$ cat src/rtl/fbp_pkg.sv
package fbp_pkg;
  localparam logic [7:0] CMD_ERASE_SETUP = 8'h20;
  localparam logic [7:0] CMD_ERASE_GO    = 8'hD0;
  localparam logic [7:0] CMD_PROG_SETUP  = 8'h40;
  localparam logic [7:0] CMD_STATUS      = 8'h70;
  localparam logic [7:0] CMD_CLEAR       = 8'h50;
  localparam logic [7:0] CMD_READ_ARRAY  = 8'hFF;
  localparam logic [7:0] STAT_READY      = 8'h80;
  localparam logic [7:0] STAT_ERR_MASK   = 8'h38;

  typedef enum logic [3:0] {
    S_IDLE, S_ER_SETUP, S_ER_GO, S_PG_SETUP, S_PG_WAIT, S_PG_DATA,
    S_POLL_CMD, S_POLL_RD, S_POLL_CHK, S_CLR, S_RST, S_VFY_RD, S_VFY_CHK, S_FIN
  } fbp_state_e;

  typedef enum logic [1:0] {
    RES_OK = 2'd0, RES_TIMEOUT = 2'd1, RES_DEVERR = 2'd2, RES_VERIFY = 2'd3
  } fbp_result_e;
endpackage

$ cat src/rtl/fbp_poll_ctr.sv
module fbp_poll_ctr #(
  parameter int LIMIT = 1000000
) (
  input  logic clk_i,
  input  logic rst_ni,
  input  logic clr_i,
  input  logic inc_i,
  output logic limit_o
);
  localparam int CW = $clog2(LIMIT + 1);
  logic [CW-1:0] cnt_q;

  always_ff @(posedge clk_i or negedge rst_ni) begin
    if (!rst_ni)     cnt_q <= '0;
    else if (clr_i)  cnt_q <= '0;
    else if (inc_i)  cnt_q <= cnt_q + 1'b1;
  end

  // reached on the LIMIT-th status read of this wait
  assign limit_o = (cnt_q == CW'(LIMIT - 1));

  assert_poll_bound_R4: assert property (@(posedge clk_i) disable iff (!rst_ni)
    cnt_q <= CW'(LIMIT - 1));
endmodule

$ cat src/rtl/fbp_delay.sv
module fbp_delay #(
  parameter int CYCLES = 100
) (
  input  logic clk_i,
  input  logic rst_ni,
  input  logic load_i,
  output logic expired_o
);
  localparam int DW = $clog2(CYCLES + 1);
  logic [DW-1:0] cnt_q;

  always_ff @(posedge clk_i or negedge rst_ni) begin
    if (!rst_ni)              cnt_q <= '0;
    else if (load_i)          cnt_q <= DW'(CYCLES - 1);
    else if (cnt_q != '0)     cnt_q <= cnt_q - 1'b1;
  end

  assign expired_o = (cnt_q == '0);

  assert_wait_load_R6: assert property (@(posedge clk_i) disable iff (!rst_ni)
    load_i |=> (cnt_q == DW'(CYCLES - 1)));
endmodule

$ cat src/rtl/fbp_addr_ctr.sv
module fbp_addr_ctr #(
  parameter int BYTES = 8192
) (
  input  logic                     clk_i,
  input  logic                     rst_ni,
  input  logic                     clr_i,
  input  logic                     inc_i,
  output logic [$clog2(BYTES)-1:0] addr_o,
  output logic                     last_o
);
  localparam int AW = $clog2(BYTES);
  logic [AW-1:0] addr_q;

  always_ff @(posedge clk_i or negedge rst_ni) begin
    if (!rst_ni)     addr_q <= '0;
    else if (clr_i)  addr_q <= '0;
    else if (inc_i)  addr_q <= addr_q + 1'b1;
  end

  assign addr_o = addr_q;
  assign last_o = (addr_q == AW'(BYTES - 1));
endmodule

$ cat src/rtl/flash_bank_prog.sv
module flash_bank_prog
  import fbp_pkg::*;
#(
  parameter int BANK_BYTES = 8192,
  parameter int POLL_LIMIT = 1000000,
  parameter int SETUP_WAIT = 100,
  localparam int AW = $clog2(BANK_BYTES)
) (
  input  logic          clk_i,
  input  logic          rst_ni,
  input  logic          start_i,
  input  logic          op_prog_i,
  output logic          busy_o,
  output logic          done_o,
  output logic [1:0]    result_o,
  output logic          src_req_o,
  output logic [AW-1:0] src_addr_o,
  input  logic [7:0]    src_data_i,
  output logic [AW-1:0] fl_addr_o,
  output logic [7:0]    fl_wdata_o,
  output logic          fl_we_o,
  output logic          fl_re_o,
  input  logic [7:0]    fl_rdata_i
);
  fbp_state_e  state_q, state_d;
  fbp_result_e res_q, res_d;
  logic        op_q;
  logic        src_pend_q;
  logic [7:0]  data_q;
  logic [AW-1:0] addr;
  logic        addr_last, addr_clr, addr_inc;
  logic        poll_clr, poll_inc, poll_limit;
  logic        wait_load, wait_done;
  logic        start_ok;

  assign start_ok = start_i && (state_q == S_IDLE);

  fbp_addr_ctr #(.BYTES(BANK_BYTES)) u_addr (
    .clk_i, .rst_ni, .clr_i(addr_clr), .inc_i(addr_inc),
    .addr_o(addr), .last_o(addr_last));

  fbp_poll_ctr #(.LIMIT(POLL_LIMIT)) u_poll (
    .clk_i, .rst_ni, .clr_i(poll_clr), .inc_i(poll_inc), .limit_o(poll_limit));

  fbp_delay #(.CYCLES(SETUP_WAIT)) u_wait (
    .clk_i, .rst_ni, .load_i(wait_load), .expired_o(wait_done));

  always_comb begin
    state_d  = state_q;
    res_d    = res_q;
    addr_clr = 1'b0;
    addr_inc = 1'b0;
    poll_clr = 1'b0;
    poll_inc = 1'b0;
    case (state_q)
      S_IDLE: if (start_i) begin
        res_d    = RES_OK;
        addr_clr = 1'b1;
        state_d  = op_prog_i ? S_PG_SETUP : S_ER_SETUP;
      end
      S_ER_SETUP: state_d = S_ER_GO;
      S_ER_GO:    begin poll_clr = 1'b1; state_d = S_POLL_CMD; end
      S_PG_SETUP: state_d = S_PG_WAIT;
      S_PG_WAIT:  if (wait_done) state_d = S_PG_DATA;
      S_PG_DATA:  begin poll_clr = 1'b1; state_d = S_POLL_CMD; end
      S_POLL_CMD: state_d = S_POLL_RD;
      S_POLL_RD:  state_d = S_POLL_CHK;
      S_POLL_CHK: begin
        // error bits win over ready; ready wins over the poll limit
        if ((fl_rdata_i & STAT_ERR_MASK) != 8'h00) begin
          res_d = RES_DEVERR; state_d = S_CLR;
        end else if ((fl_rdata_i & STAT_READY) != 8'h00) begin
          if (op_q && !addr_last) begin addr_inc = 1'b1; state_d = S_PG_SETUP; end
          else state_d = S_CLR;
        end else if (poll_limit) begin
          res_d = RES_TIMEOUT; state_d = S_CLR;
        end else begin
          poll_inc = 1'b1; state_d = S_POLL_CMD;
        end
      end
      S_CLR: begin addr_clr = 1'b1; state_d = S_RST; end
      S_RST: state_d = (res_q == RES_OK) ? S_VFY_RD : S_FIN;
      S_VFY_RD: state_d = S_VFY_CHK;
      S_VFY_CHK: begin
        if (fl_rdata_i != (op_q ? src_data_i : 8'hFF)) begin
          res_d = RES_VERIFY; state_d = S_FIN;
        end else if (addr_last) state_d = S_FIN;
        else begin addr_inc = 1'b1; state_d = S_VFY_RD; end
      end
      S_FIN:   state_d = S_IDLE;
      default: state_d = S_IDLE;
    endcase
  end

  assign wait_load = (state_q == S_PG_SETUP);

  always_ff @(posedge clk_i or negedge rst_ni) begin
    if (!rst_ni) begin
      state_q    <= S_IDLE;
      res_q      <= RES_OK;
      op_q       <= 1'b0;
      src_pend_q <= 1'b0;
      data_q     <= 8'h00;
    end else begin
      state_q    <= state_d;
      res_q      <= res_d;
      src_pend_q <= src_req_o;
      if (start_ok)   op_q   <= op_prog_i;
      if (src_pend_q) data_q <= src_data_i;
    end
  end

  always_comb begin
    fl_we_o    = 1'b0;
    fl_re_o    = 1'b0;
    fl_addr_o  = '0;
    fl_wdata_o = 8'h00;
    case (state_q)
      S_ER_SETUP: begin fl_we_o = 1'b1; fl_wdata_o = CMD_ERASE_SETUP; end
      S_ER_GO:    begin fl_we_o = 1'b1; fl_wdata_o = CMD_ERASE_GO; end
      S_PG_SETUP: begin fl_we_o = 1'b1; fl_addr_o = addr; fl_wdata_o = CMD_PROG_SETUP; end
      S_PG_DATA:  begin fl_we_o = 1'b1; fl_addr_o = addr; fl_wdata_o = data_q; end
      S_POLL_CMD: begin fl_we_o = 1'b1; fl_wdata_o = CMD_STATUS; end
      S_POLL_RD:  fl_re_o = 1'b1;
      S_CLR:      begin fl_we_o = 1'b1; fl_wdata_o = CMD_CLEAR; end
      S_RST:      begin fl_we_o = 1'b1; fl_wdata_o = CMD_READ_ARRAY; end
      S_VFY_RD:   begin fl_re_o = 1'b1; fl_addr_o = addr; end
      default: ;
    endcase
  end

  assign src_req_o  = (state_q == S_PG_SETUP) || (op_q && state_q == S_VFY_RD);
  assign src_addr_o = addr;
  assign busy_o     = (state_q != S_IDLE);
  assign done_o     = (state_q == S_FIN);
  assign result_o   = res_q;

  assert_bus_excl_R12: assert property (@(posedge clk_i) disable iff (!rst_ni)
    !(fl_we_o && fl_re_o));
  assert_erase_pair_R1: assert property (@(posedge clk_i) disable iff (!rst_ni)
    (fl_we_o && fl_wdata_o == CMD_ERASE_SETUP && !op_q) |=> (fl_we_o && fl_wdata_o == CMD_ERASE_GO));
  assert_poll_read_R2: assert property (@(posedge clk_i) disable iff (!rst_ni)
    (state_q == S_POLL_CMD) |=> (fl_re_o && fl_addr_o == '0));
  assert_clr_then_rst_R5: assert property (@(posedge clk_i) disable iff (!rst_ni)
    (fl_we_o && state_q == S_CLR) |=> (fl_we_o && fl_wdata_o == CMD_READ_ARRAY && fl_addr_o == '0));
  assert_done_pulse_R9: assert property (@(posedge clk_i) disable iff (!rst_ni)
    done_o |=> (!done_o && !busy_o));
  assert_result_hold_R9: assert property (@(posedge clk_i) disable iff (!rst_ni)
    (!busy_o && !start_i) |=> $stable(result_o));
  assert_src_busy_R8: assert property (@(posedge clk_i) disable iff (!rst_ni)
    src_req_o |-> busy_o);
  assert_op_stable_R10: assert property (@(posedge clk_i) disable iff (!rst_ni)
    (busy_o && state_q != S_FIN) |=> $stable(op_q));
endmodule

$ cat config.mk
export PLATFORM = sky130hd
export DESIGN_NAME = flash_bank_prog
export DESIGN_NICKNAME = d
export VERILOG_FILES = /design/src/rtl/fbp_pkg.sv /design/src/rtl/fbp_poll_ctr.sv /design/src/rtl/fbp_delay.sv /design/src/rtl/fbp_addr_ctr.sv /design/src/rtl/flash_bank_prog.sv
export SDC_FILE = /design/constraint.sdc
export NUM_CORES = 1
export LEC_CHECK = 0
export BUFFER_PORTS_ARGS = -buffer_cell sky130_fd_sc_hd__buf_2
export CAP_MARGIN = 20
export CELL_PAD_IN_SITES_DETAIL_PLACEMENT = 1
export CELL_PAD_IN_SITES_GLOBAL_PLACEMENT = 1
export CORE_MARGIN = 4
export CORE_UTILIZATION = 42
export DETAILED_ROUTE_END_ITERATION = 8
export GPL_TIMING_DRIVEN = 0
export MAX_ROUTING_LAYER = met4
export PLACE_DENSITY_LB_ADDON = 0.25
export REMOVE_ABC_BUFFERS = 1
export SETUP_SLACK_MARGIN = 0.3
export SLEW_MARGIN = 0
export SYNTH_ARGS = -nofsm -noshare
export SYNTH_HDL_FRONTEND = slang
export SYNTH_HIERARCHICAL = 1
export SYNTH_SLANG_ARGS = --single-unit
$ cat constraint.sdc
create_clock -name clk_i -period 4.1 [get_ports clk_i]
set_clock_uncertainty 0.2 [all_clocks]
set_input_delay 0.82 -clock clk_i [delete_from_list [all_inputs] [get_ports clk_i]]
set_output_delay 0.82 -clock clk_i [all_outputs]
set_load 0.1 [all_outputs]
; ---- Word-level counts from Yosys, hierarchy flattened
; Cells that the tools add are included.
[totals]
register_bits = 56
out_inout_bits = 41
word_cells = 94
inputBits = 20
[op_classes]
reduce_logical = 21
muxes = 41
eq_ne = 21
add_sub_neg = 3
[op_table]
columns = cell, count
row1 = case mux 8 bit (7 select lines), 1
row2 = case mux 4 bit (12 select lines), 1
row3 = two-way mux 20 bit, 2
row4 = two-way mux 13 bit, 3
row5 = equality test 4 bit (second input constant), 6
row6 = two-way mux 4 bit, 6
row7 = adder 20 x 1 -> 20 bit (second input constant), 1
row8 = equality test 20 bit (second input constant), 1
row9 = equality test 4 x 3 -> 1 bit (second input constant), 4
row10 = two-way mux 7 bit, 2
row11 = adder 13 x 1 -> 13 bit (second input constant), 1
row12 = equality test 13 bit (second input constant), 1
row13 = two-way mux 1 bit, 13
row14 = two-way mux 2 bit, 6
row15 = two-way mux 3 bit, 3
row16 = equality test 4 x 2 -> 1 bit (second input constant), 2
row17 = two-way mux 8 bit, 1
row18 = != test 8 bit, 1
row19 = nonzero test 8 bit, 1
row20 = logical NOT 7 bit, 1
row21 = nonzero test 7 bit, 1
row22 = OR reduction 7 bit, 1
row23 = subtractor 7 x 1 -> 7 bit (second input constant), 1
row24 = != test 3 bit (second input constant), 2
row25 = 17 further kinds, 24

; ---- Logic depth before layout (Yosys ltp)
; Gate-level depths: netlist of run 1.
[depth]
ltp_word = 9
depth_mapped = 10
ltp_nobuf = 9

; ---- Cells and area by module
; Netlist of run 1, hierarchy kept.
[by_module_without_submodules]
columns = mod, seq_area_each_um2, instances, cells_each, area_per_inst_um2
row1 = flash_bank_prog, 400.4, 1, 174, 1372.6
row2 = fbp_poll_ctr, 500.5, 1, 108, 1043.5
row3 = fbp_addr_ctr, 325.3, 1, 65, 650.6
row4 = fbp_delay, 175.2, 1, 39, 376.6

; ---- Worst setup path after synthesis of run 1
; No wires, ideal clock.
[synth_path]
path_kind = flip-flop to output port
start = register state_q[3]
end = output fl_wdata_o[4]
t_arrival_ns = 3.258
t_required_ns = 3.080
stages_incl_launch_ff = 5
path_buffers = 3
setup_slack_ns = -0.178
path_cell_list = dfrtp_1 -> clkbuf_1 -> clkbuf_1 -> buf_1 -> a221oi_1
[synth_between]
elab_chain_cells = 2
elab_cells_between_ends = 8
classes_between = eq/ne (7) / mux (1)
[synth_lines]
columns = element, line_no
row1 = start: declaration, flash_bank_prog.sv:25  ; fbp_state_e state_q, state_d;
row2 = start signal: assignment, flash_bank_prog.sv:105  ; state_q <= state_d;
row3 = equality test 4 bit (tied with other cells), flash_bank_prog.sv:118  ; case (state_q)
row4 = case mux 8 bit (7 select lines) (*), flash_bank_prog.sv:118
row5 = end: declaration, flash_bank_prog.sv:20  ; output logic [7:0] fl_wdata_o,
; Mark *: on every way between the ends. The rest lies on a longest branch, timed or not.

; ---- Final worst setup path of run 1
[layout_path]
start = register state_q[2]
end = output fl_addr_o[12]
[layout_between]
elab_chain_cells = 3
elab_cells_between_ends = 5
classes_between = eq/ne (3) / mux (1) / reduce/logical (1)
[layout_lines]
columns = element, line_no
row1 = equality test 4 bit (tied with other cells), flash_bank_prog.sv:118
row2 = OR reduction 3 bit (no line) (*), n/a
row3 = two-way mux 13 bit (*), flash_bank_prog.sv:118
row4 = end: declaration, flash_bank_prog.sv:19  ; output logic [AW-1:0] fl_addr_o,
; Marks and branches as above.

==> results of run 1 <==
## power breakdown
group          switching, mW  internal, mW  total [mW]
Clock                  0.176         0.117       0.293
Combinational          0.917         0.332        1.25
Sequential             0.202         0.662       0.864
## final timing paths
path / to / slack (ns) / depth (start not counted)
worst max-delay path: fl_addr_o[12] / 0.49 / 4
worst min-delay path: u_wait/cnt_q[6] / 0.25 / 1
worst max register to register: u_poll/cnt_q[9] / 0.65 / 9
worst min register to register: data_q[1] / 0.31 / 1
max in group asynchronous: u_addr/addr_o[1] / 2.86 / 2
min in group clk_i: data_q[1] / 0.31 / 1
## state kept, by name, summed over array words and instances, names as in the netlist
signal	cells
u_poll/cnt_q	20
result_o	2
state_q	4
u_addr/addr_o	13
src_pend_q	1
op_q	1
u_wait/cnt_q	7
data_q	8
## cells by family (layout without fill, tap and decap cells)
kind of cell | after synthesis | count (layout) | synth area share
multiplexers | 15 | 15 | 0.04651
adder cells (fa/ha/maj) | 3 | 3 | 0.01090
AND/OR/NAND/NOR | 174 | 174 | 0.2838
buffers and inverters | 32 | 84 | 0.03670
XOR/XNOR | 20 | 20 | 0.05087
flip-flops | 56 | 56 | 0.4070
AO/OA/AOI/OAI | 86 | 86 | 0.1642
## cell usage in the layout (no fill, tap or decap), types with 3 or more instances in the layout
cell	Yosys	layout
buf_2	2	60
dfrtp_1	56	54
nor2_1	41	41
nand2_1	34	34
a21oi_1	25	24
and3_1	16	16
o21ai_0	15	15
xor2_1	14	14
or3_1	11	11
inv_1	10	10
or4_1	10	10
nor4_1	9	8
o31ai_1	8	8
nand4_1	8	8
nor3_1	7	7
mux2_2	7	7
mux2i_1	7	6
xnor2_1	6	6
nand3_1	6	6
nor2b_1	5	5
nand2b_1	5	5
nand3b_1	5	5
o21ai_1	5	5
clkbuf_8	0	5
a21o_1	4	4
a211oi_1	4	4
inv_2	3	3
o22ai_1	3	3
a311oi_1	3	3
ha_1	3	3
## cell type report
| type | instances | area share |
|---|---|---|
| timing repair buffer | 64 | 0.08810 |
| clock buffer | 6 | 0.01845 |
| clock inverter | 1 | 0.001272 |
| multi-input combinational | 298 | 0.4905 |
| inverter | 13 | 0.01240 |
| sequential | 56 | 0.3569 |
| tap | 102 | 0.03244 |
## per-layer routing
metal  part of all wire  vias up  track usage
li1                   -     1510            -
met1               0.46     1557       0.2598
met2               0.51       42       0.3406
met3              0.022        9      0.02831
met4             0.0091        0      0.04307
met5                  0        -            -
## stage by stage
step | setup slack [ns] | instance area [µm²] | setup TNS [ns]
after floorplan | -0.08636 | 3366 | -0.2147
after global placement | -0.4952 | 3794 | -2.193
after detailed placement | 0.4606 | 3842 | 0
after CTS | 0.3240 | 3920 | 0
after global routing | 0.3065 | 3934 | 0
final | 0.4920 | 3934 | 0
## repair_timing
action | in CTS | in global routing
setup buffers | 0 | 0
gates resized for setup | 0 | 3
hold buffers | 0 | 0
setup endpoints to repair | 0 | 15
==> results_dict.tcl, run 1 <==
set metrics [dict create \
    min_path_type "in2async" \
    antenna_found_initial 0 \
    grt-ovfl-total 0 \
    start_util 0.4388 \
    worstMarginPinSlew_ns 0.8760 \
    dp.cells 532 \
    seqCellArea_um2 1404 \
    hold_violations 0 \
    ys_async_sr_fraction 1.000 \
    fmax_mhz 277.2 \
    yosys_warnings 6 \
    vdd_drop_max_v 0.0004622 \
    grt_start_max_net_pins 40 \
    powerDensity_nw_per_um2 611.6 \
    grt_pass1_vias 3301 \
    multi_input_area_um2 1929 \
    final-max-slew-violation-count 0 \
    rsz0062_at_grt "no" \
    row_count 32 \
    nets 461 \
    min_period_over_period 0.8800 \
    io_buffers 60 \
    layout_min_cycle_time_ns 3.608 \
    fillers 954 \
    cts_tree "built" \
    drt_pass1_iterations 4 \
    crit_start "state_q[2]" \
    clk_transition_reported_paths_ns 0.10 \
    crit_path_top_delay_cell "dfrtp_1" \
    clkLatencyLatePin_ns 0.31 \
    p_total_mw 2.406 \
    vias 3118 \
    drcViolationCount 0 \
    antenna-diode-count 0 \
    syn_area_um2 3443 \
    grt_pass1_wl_mm 16.09 \
    end_kind "output pin" \
    layout.cells.non_filler 540 \
    synth-edff-count 0 \
    cp_slowest_stage_delay_ns 0.83 \
    final_core_util 0.5013 \
    clockBufferDepth 2 \
    synth_top_area_share 0.4070 \
    cts_sinks 56 \
    cap_violations 0 \
    cts_root_buf "clkbuf_8" \
    drt-wirelength-per-cell_um 16.97 \
    crit_buf_inv 1 \
    worstPathArrival_ns 2.59 \
    worstPathCellList "nand2b_1 > mux2i_2 > and3_1 > buf_2" \
    crit_family "flip-flops" \
    synthFlopType "dfrtp_1" \
    synth_common_cells "56 x dfrtp_1, 41 x nor2_1, 34 x nand2_1, 25 x a21oi_1, 16 x and3_1" \
    yosysSeqAreaShare 0.4070 \
    avgSynthCellArea_um2 8.920 \
    io_pins 61 \
    drive_above_1_share 0.2169 \
    power_leakage_nw 1.812 \
    synth_top_area_cell "dfrtp_1" \
    relSlewSlack 0.4115 \
    synth.most_common_cell "dfrtp_1" \
    gp_congestion 0.8386 \
    start_kind "flip-flop" \
    cts_buffers 5 \
    critPathKind "reg2out" \
    worstPathRequired_ns 3.08 \
    vias_per_cell 5.774 \
    totalWireLength_mm 9.162 \
    holdWs_ns 0.2479 \
    critPathMaxFanout 21 \
    syn_inst 386 \
    dieArea_um2 9711 \
    drtIter0Drc 133 \
    synth_area_leaders "dfrtp_1 41%, nor2_1 4.5%, nand2_1 3.7%, a21oi_1 3.6%, xor2_1 3.6%" \
    finalSetupViolCount 0 \
    reg2reg_from "u_poll/cnt_q[13]" \
    die_width_um 98.55 \
    die_y_um 98.55 \
    dp_hpwl_mm 6.846 \
    status "finished clean" \
    syn2layout_area_growth_pct 14.24 \
    ant_nets 0 \
    ys_ff_latch 56 \
    grt_use_total 0.2020 \
    coreArea_um2 7848 \
    synth.distinct_cells 59 \
    htreeDepth 2 \
]
Power figures use the tool's default switching activity.
==> run 2: changes to the inputs <==
==> constraint.sdc (replaced) <==
create_clock -name clk_i -period 4.1 [get_ports clk_i]
set_clock_uncertainty 0.2 [all_clocks]
set_input_delay 0.615 -clock clk_i [delete_from_list [all_inputs] [get_ports clk_i]]
set_output_delay 0.615 -clock clk_i [all_outputs]
set_load 0.1 [all_outputs]
==> run 2 against run 1 <==
Compared with the run above:
- die area did not move
- maximum frequency rose by 1.8%
- clock power barely moved
- routed wire length fell by 0.13%
- register-to-register slack barely moved
- sequential cell count did not move
- critical endpoint is now fl_addr_o[8]
==> results_dict.tcl, run 2 (synthesized netlist as in run 1, its figures left out) <==
set metrics [dict create \
    crit_family "flip-flops" \
    clkLatencyLatePin_ns 0.31 \
    start_kind "flip-flop" \
    vdd_drop_max_v 0.0004623 \
    crit_start "state_q[2]" \
    clockBufferDepth 2 \
    hold_violations 0 \
    largest_reg_flops 20 \
    reg2reg_from "u_poll/cnt_q[13]" \
    dieArea_um2 9711 \
    worstMarginPinSlew_ns 0.8524 \
    drtIter0Drc 158 \
    dp_hpwl_mm 6.846 \
    io_pins 61 \
    cp_slowest_stage_delay_ns 0.82 \
    min_path_type "in2async" \
    ctsHoldBuffers 0 \
    clk_transition_reported_paths_ns 0.10 \
    antenna-diode-count 0 \
    critPathKind "reg2out" \
    fin_area_um2 3930 \
    start_util 0.4388 \
    grt_pass1_wl_mm 16.09 \
    io_buffers 60 \
    final-max-slew-violation-count 0 \
    cts_tree "built" \
    vias_per_cell 5.757 \
    cap_violations 0 \
    rsz0062_at_grt "no" \
    syn2layout_area_growth_pct 14.14 \
    end_kind "output pin" \
    layout_min_cycle_time_ns 3.544 \
    nets 461 \
    final_common_cell "buf_2" \
    drt_pass1_iterations 4 \
    crit_path_top_delay_cell "dfrtp_1" \
    crit_buf_inv 1 \
    reg2reg_to "u_poll/cnt_q[9]" \
    cts_root_buf "clkbuf_8" \
    min_period_over_period 0.8643 \
    antenna_found_initial 0 \
    vias 3109 \
    finalSetupViolCount 0 \
    dpl_cell_area_um2 3842 \
    postCtsSetupBuffers 0 \
    drcViolationCount 0 \
    die_width_um 98.55 \
    fmax_mhz 282.2 \
    gp_congestion 0.8386 \
    cts_sinks 56 \
    r2r_cells 9 \
    drive_above_1_share 0.2146 \
    relSlewSlack 0.4155 \
    htreeDepth 2 \
    row_count 32 \
    totalWireLength_mm 9.150 \
    cts_buffers 5 \
    worstPathRequired_ns 3.28 \
    drt-wirelength-per-cell_um 16.94 \
    grt_use_total 0.2020 \
    grt-ovfl-total 0 \
    top_register "u_poll/cnt_q" \
    ant_nets 0 \
    powerDensity_nw_per_um2 610.2 \
    worstPathArrival_ns 2.73 \
    die_y_um 98.55 \
    holdWs_ns 0.04231 \
    finalSetupTns_ns 0 \
    final_cell_mix "60 x buf_2, 54 x dfrtp_1, 41 x nor2_1" \
    grt_pass1_vias 3301 \
    status "finished clean" \
    critPathMaxFanout 21 \
    post_cts_resized 0 \
    regToRegSetupSlack_ns 0.66 \
    grt_start_max_net_pins 40 \
    power_leakage_nw 1.812 \
    worstPathCellList "nand2b_1 > mux2i_1 > and3_1 > buf_2" \
    coreArea_um2 7848 \
]
## run 2: cell types whose count changed in the layout (fill, tap and decap cells not counted)
cell / delta
mux2i_2: -1
mux2i_1: +1
## run 2: final cells by class
class                      count  area (µm²)
inverter                      13       48.80
multi-input combinational    298        1926
fill                         953        3918
clock buffer                   6       72.57
clock inverter                 1       5.005
sequential                    56        1404
tap                          102       127.6
timing repair buffer          64       346.6
## run 2: worst max path at each step
| stage | to | slack (ns) | cells past startpoint |
|---|---|---|---|
| after detailed placement | u_poll/cnt_q[17] | 0.46 | 9 |
| after floorplan | fl_we_o | 0.12 | 3 |
| final | fl_addr_o[8] | 0.56 | 4 |
| after global routing | u_poll/cnt_q[9] | 0.31 | 9 |
| after CTS | u_poll/cnt_q[17] | 0.43 | 9 |
| after global placement | u_poll/cnt_q[17] | -0.34 | 7 |
## run 2: where the power goes
| group | leakage [nW] | switching (mW) | internal, mW |
|---|---|---|---|
| Clock | 0.0410 | 0.177 | 0.117 |
| Sequential | 0.741 | 0.201 | 0.662 |
| Combinational | 1.03 | 0.914 | 0.327 |
## run 2: metal layers
| layer | GRT usage | wire length (µm) |
|---|---|---|
| met5 | - | 0 |
| met4 | 0.04307 | 85 |
| met3 | 0.02831 | 205 |
| met2 | 0.3406 | 4647 |
| met1 | 0.2598 | 4213 |
## run 2: per-stage QoR
step | worst slack (ns) | std cells | utilization | total power [mW]
after floorplan | 0.1186 | 367 | - | 1.795
after detailed placement | 0.4606 | 532 | 0.4896 | 2.115
after global placement | -0.3422 | 529 | 0.4834 | 2.050
after CTS | 0.4327 | 539 | 0.4995 | 2.416
after global routing | 0.3065 | 540 | 0.5008 | 2.564
final | 0.5563 | 540 | 0.5008 | 2.398
==> run 3: changes to the inputs <==
- BUFFER_PORTS_ARGS: -buffer_cell sky130_fd_sc_hd__buf_2 -> unset
- CORE_UTILIZATION: 42 -> 48
- DONT_BUFFER_PORTS: unset -> 1
- SLEW_MARGIN: 0 -> unset
==> run 3 against run 2 <==
Compared with the run above:
- via count is 4.1% lower
- critical path type is now reg2reg
- die area is 12% lower
- critical endpoint is now u_poll/cnt_q[17]
- non-clock buffer count decreased by 57
- sequential power rose by 9.3%
- design area is 4.1% lower
- largest power group unchanged
==> results_dict.tcl, run 3 (synthesized netlist as in run 1, its figures left out) <==
set metrics [dict create \
    status "finished clean" \
    finalSetupTns_ns 0 \
    p_total_mw 2.454 \
    p_sw_mw 1.350 \
    vdd_drop_max_v 0.0005079 \
    coreArea_um2 6869 \
    finalSetupViolCount 0 \
    final_cell_mix "54 x dfrtp_1, 40 x nor2_1, 34 x nand2_1" \
    start_util 0.5013 \
    hold_depth 2 \
    dpl_cell_area_um2 3618 \
    worstPathArrival_ns 3.57 \
    post-place-ws_ns 0.3453 \
    drcViolationCount 0 \
    vias 2980 \
    die_y_um 92.70 \
    drt_pass1_iterations 4 \
    fin_area_um2 3770 \
    combPwrFrac 0.494 \
    fin_ws_ns 0.5756 \
    nets 404 \
    cts_sinks 56 \
    grt_start_max_net_pins 57 \
    totalWireLength_mm 8.907 \
    r2r_cells 8 \
    row_count 30 \
    antenna_found_initial 0 \
    clockPowerShare 0.122 \
    antenna-diode-count 0 \
    largest_reg_flops 20 \
    min_path_type "in2reg" \
    start_kind "flip-flop" \
    critPathKind "reg2reg" \
    htreeDepth 2 \
    critPathMaxFanout 21 \
    holdWs_ns 0.2325 \
    relSlewSlack 0.2406 \
    top_register "u_poll/cnt_q" \
    gp_congestion 0.7853 \
    layout.cells.non_filler 477 \
    vias_per_cell 6.247 \
    worstPathRequired_ns 4.15 \
    io_buffers 0 \
    min_period_over_period 0.8596 \
    drive_above_1_share 0.1496 \
    grt_use_total 0.2256 \
    ant_nets 0 \
    io_pins 61 \
    powerDensity_nw_per_um2 650.9 \
    syn2layout_area_growth_pct 9.484 \
    fmax_mhz 283.7 \
    clockBufferDepth 2 \
    dp.cells 467 \
    end_kind "flip-flop" \
    grt-ovfl-total 0 \
    rsz0062_at_grt "no" \
    p_int_mw 1.104 \
    sw_frac_of_total 0.5500 \
    clkLatencyLatePin_ns 0.31 \
    layout_min_cycle_time_ns 3.524 \
    drt-wirelength-per-cell_um 18.67 \
    postCtsSetupBuffers 0 \
    cap_violations 0 \
    dieArea_um2 8592 \
    clk_transition_reported_paths_ns 0.11 \
    cts_buffers 5 \
    final-max-slew-violation-count 0 \
    hold_violations 0 \
    cts_tree "built" \
    dp_hpwl_mm 6.486 \
    final_common_cell "dfrtp_1" \
    drtIter0Drc 113 \
    die_width_um 92.70 \
    final_core_util 0.5488 \
    grt_pass1_vias 3096 \
    power_leakage_nw 1.546 \
    cts_root_buf "clkbuf_8" \
    worstMarginPinSlew_ns 1.138 \
    p_seq_frac 0.384 \
    grt_pass1_wl_mm 15.35 \
]
## run 3: cell types whose count changed in the layout (fill, tap and decap cells not counted), moves of 2 or more
cell      delta
a211oi_1     -2
a211oi_4     +2
buf_16       +2
and3_1      -13
and3_2      +13
buf_2       -60
## run 3: worst max-delay path, stage by stage, from the launching register on
cell	delay (ns)
dfrtp_1	0.71
nor2b_1	0.46
nand2_1	0.22
nor4_2	0.27
buf_4	0.24
o21ai_1	0.09
or4_1	0.62
or4b_1	0.51
a21oi_1	0.14
## run 3: what timing repair did
action                                  in CTS  in global routing
endpoints found under the hold margin       56                  0
hold buffers                                 2                  0
gates resized for setup                     13                  4
endpoints found under the setup margin      13                 18
gates cloned                                 0                  0
pin swaps                                    0                  0
## run 3: path summary, 6_finish.rpt
kind	start	endpoint	slack, ns
min in group asynchronous	rst_ni	u_poll/cnt_q[17]	0.62
min	src_data_i[7]	data_q[7]	0.23
max	state_q[2]	u_poll/cnt_q[17]	0.58
min reg2reg	data_q[3]	data_q[3]	0.32
max reg2reg	state_q[2]	u_poll/cnt_q[17]	0.58
max in group asynchronous	rst_ni	state_q[3]	2.82
## run 3: cell type report
class                           instances  area, µm²
Sequential cell                        56       1404
Clock inverter                          1      5.005
Fill cell                             799       3099
Tap cell                               96      120.1
Timing Repair Buffer                    7      98.84
Multi-Input combinational cell        298       2021
Clock buffer                            6      72.57
Inverter                               13      48.80
## run 3: per-layer routing
metal,GRT usage,share of wire,vias to the layer above
met5,-,0,-
met4,0.06838,0.014,0
met3,0.04143,0.033,10
met2,0.3764,0.50,52
met1,0.2802,0.45,1511
li1,-,-,1407
## run 3: power groups by stage
stage,logic (mW),clock network (mW),registers [mW]
after floorplan,0.931,0,0.863
after global placement,1.05,0,0.919
after detailed placement,1.19,0,0.945
after CTS,1.21,0.307,0.934
after global routing,1.30,0.331,0.970
final,1.21,0.299,0.943
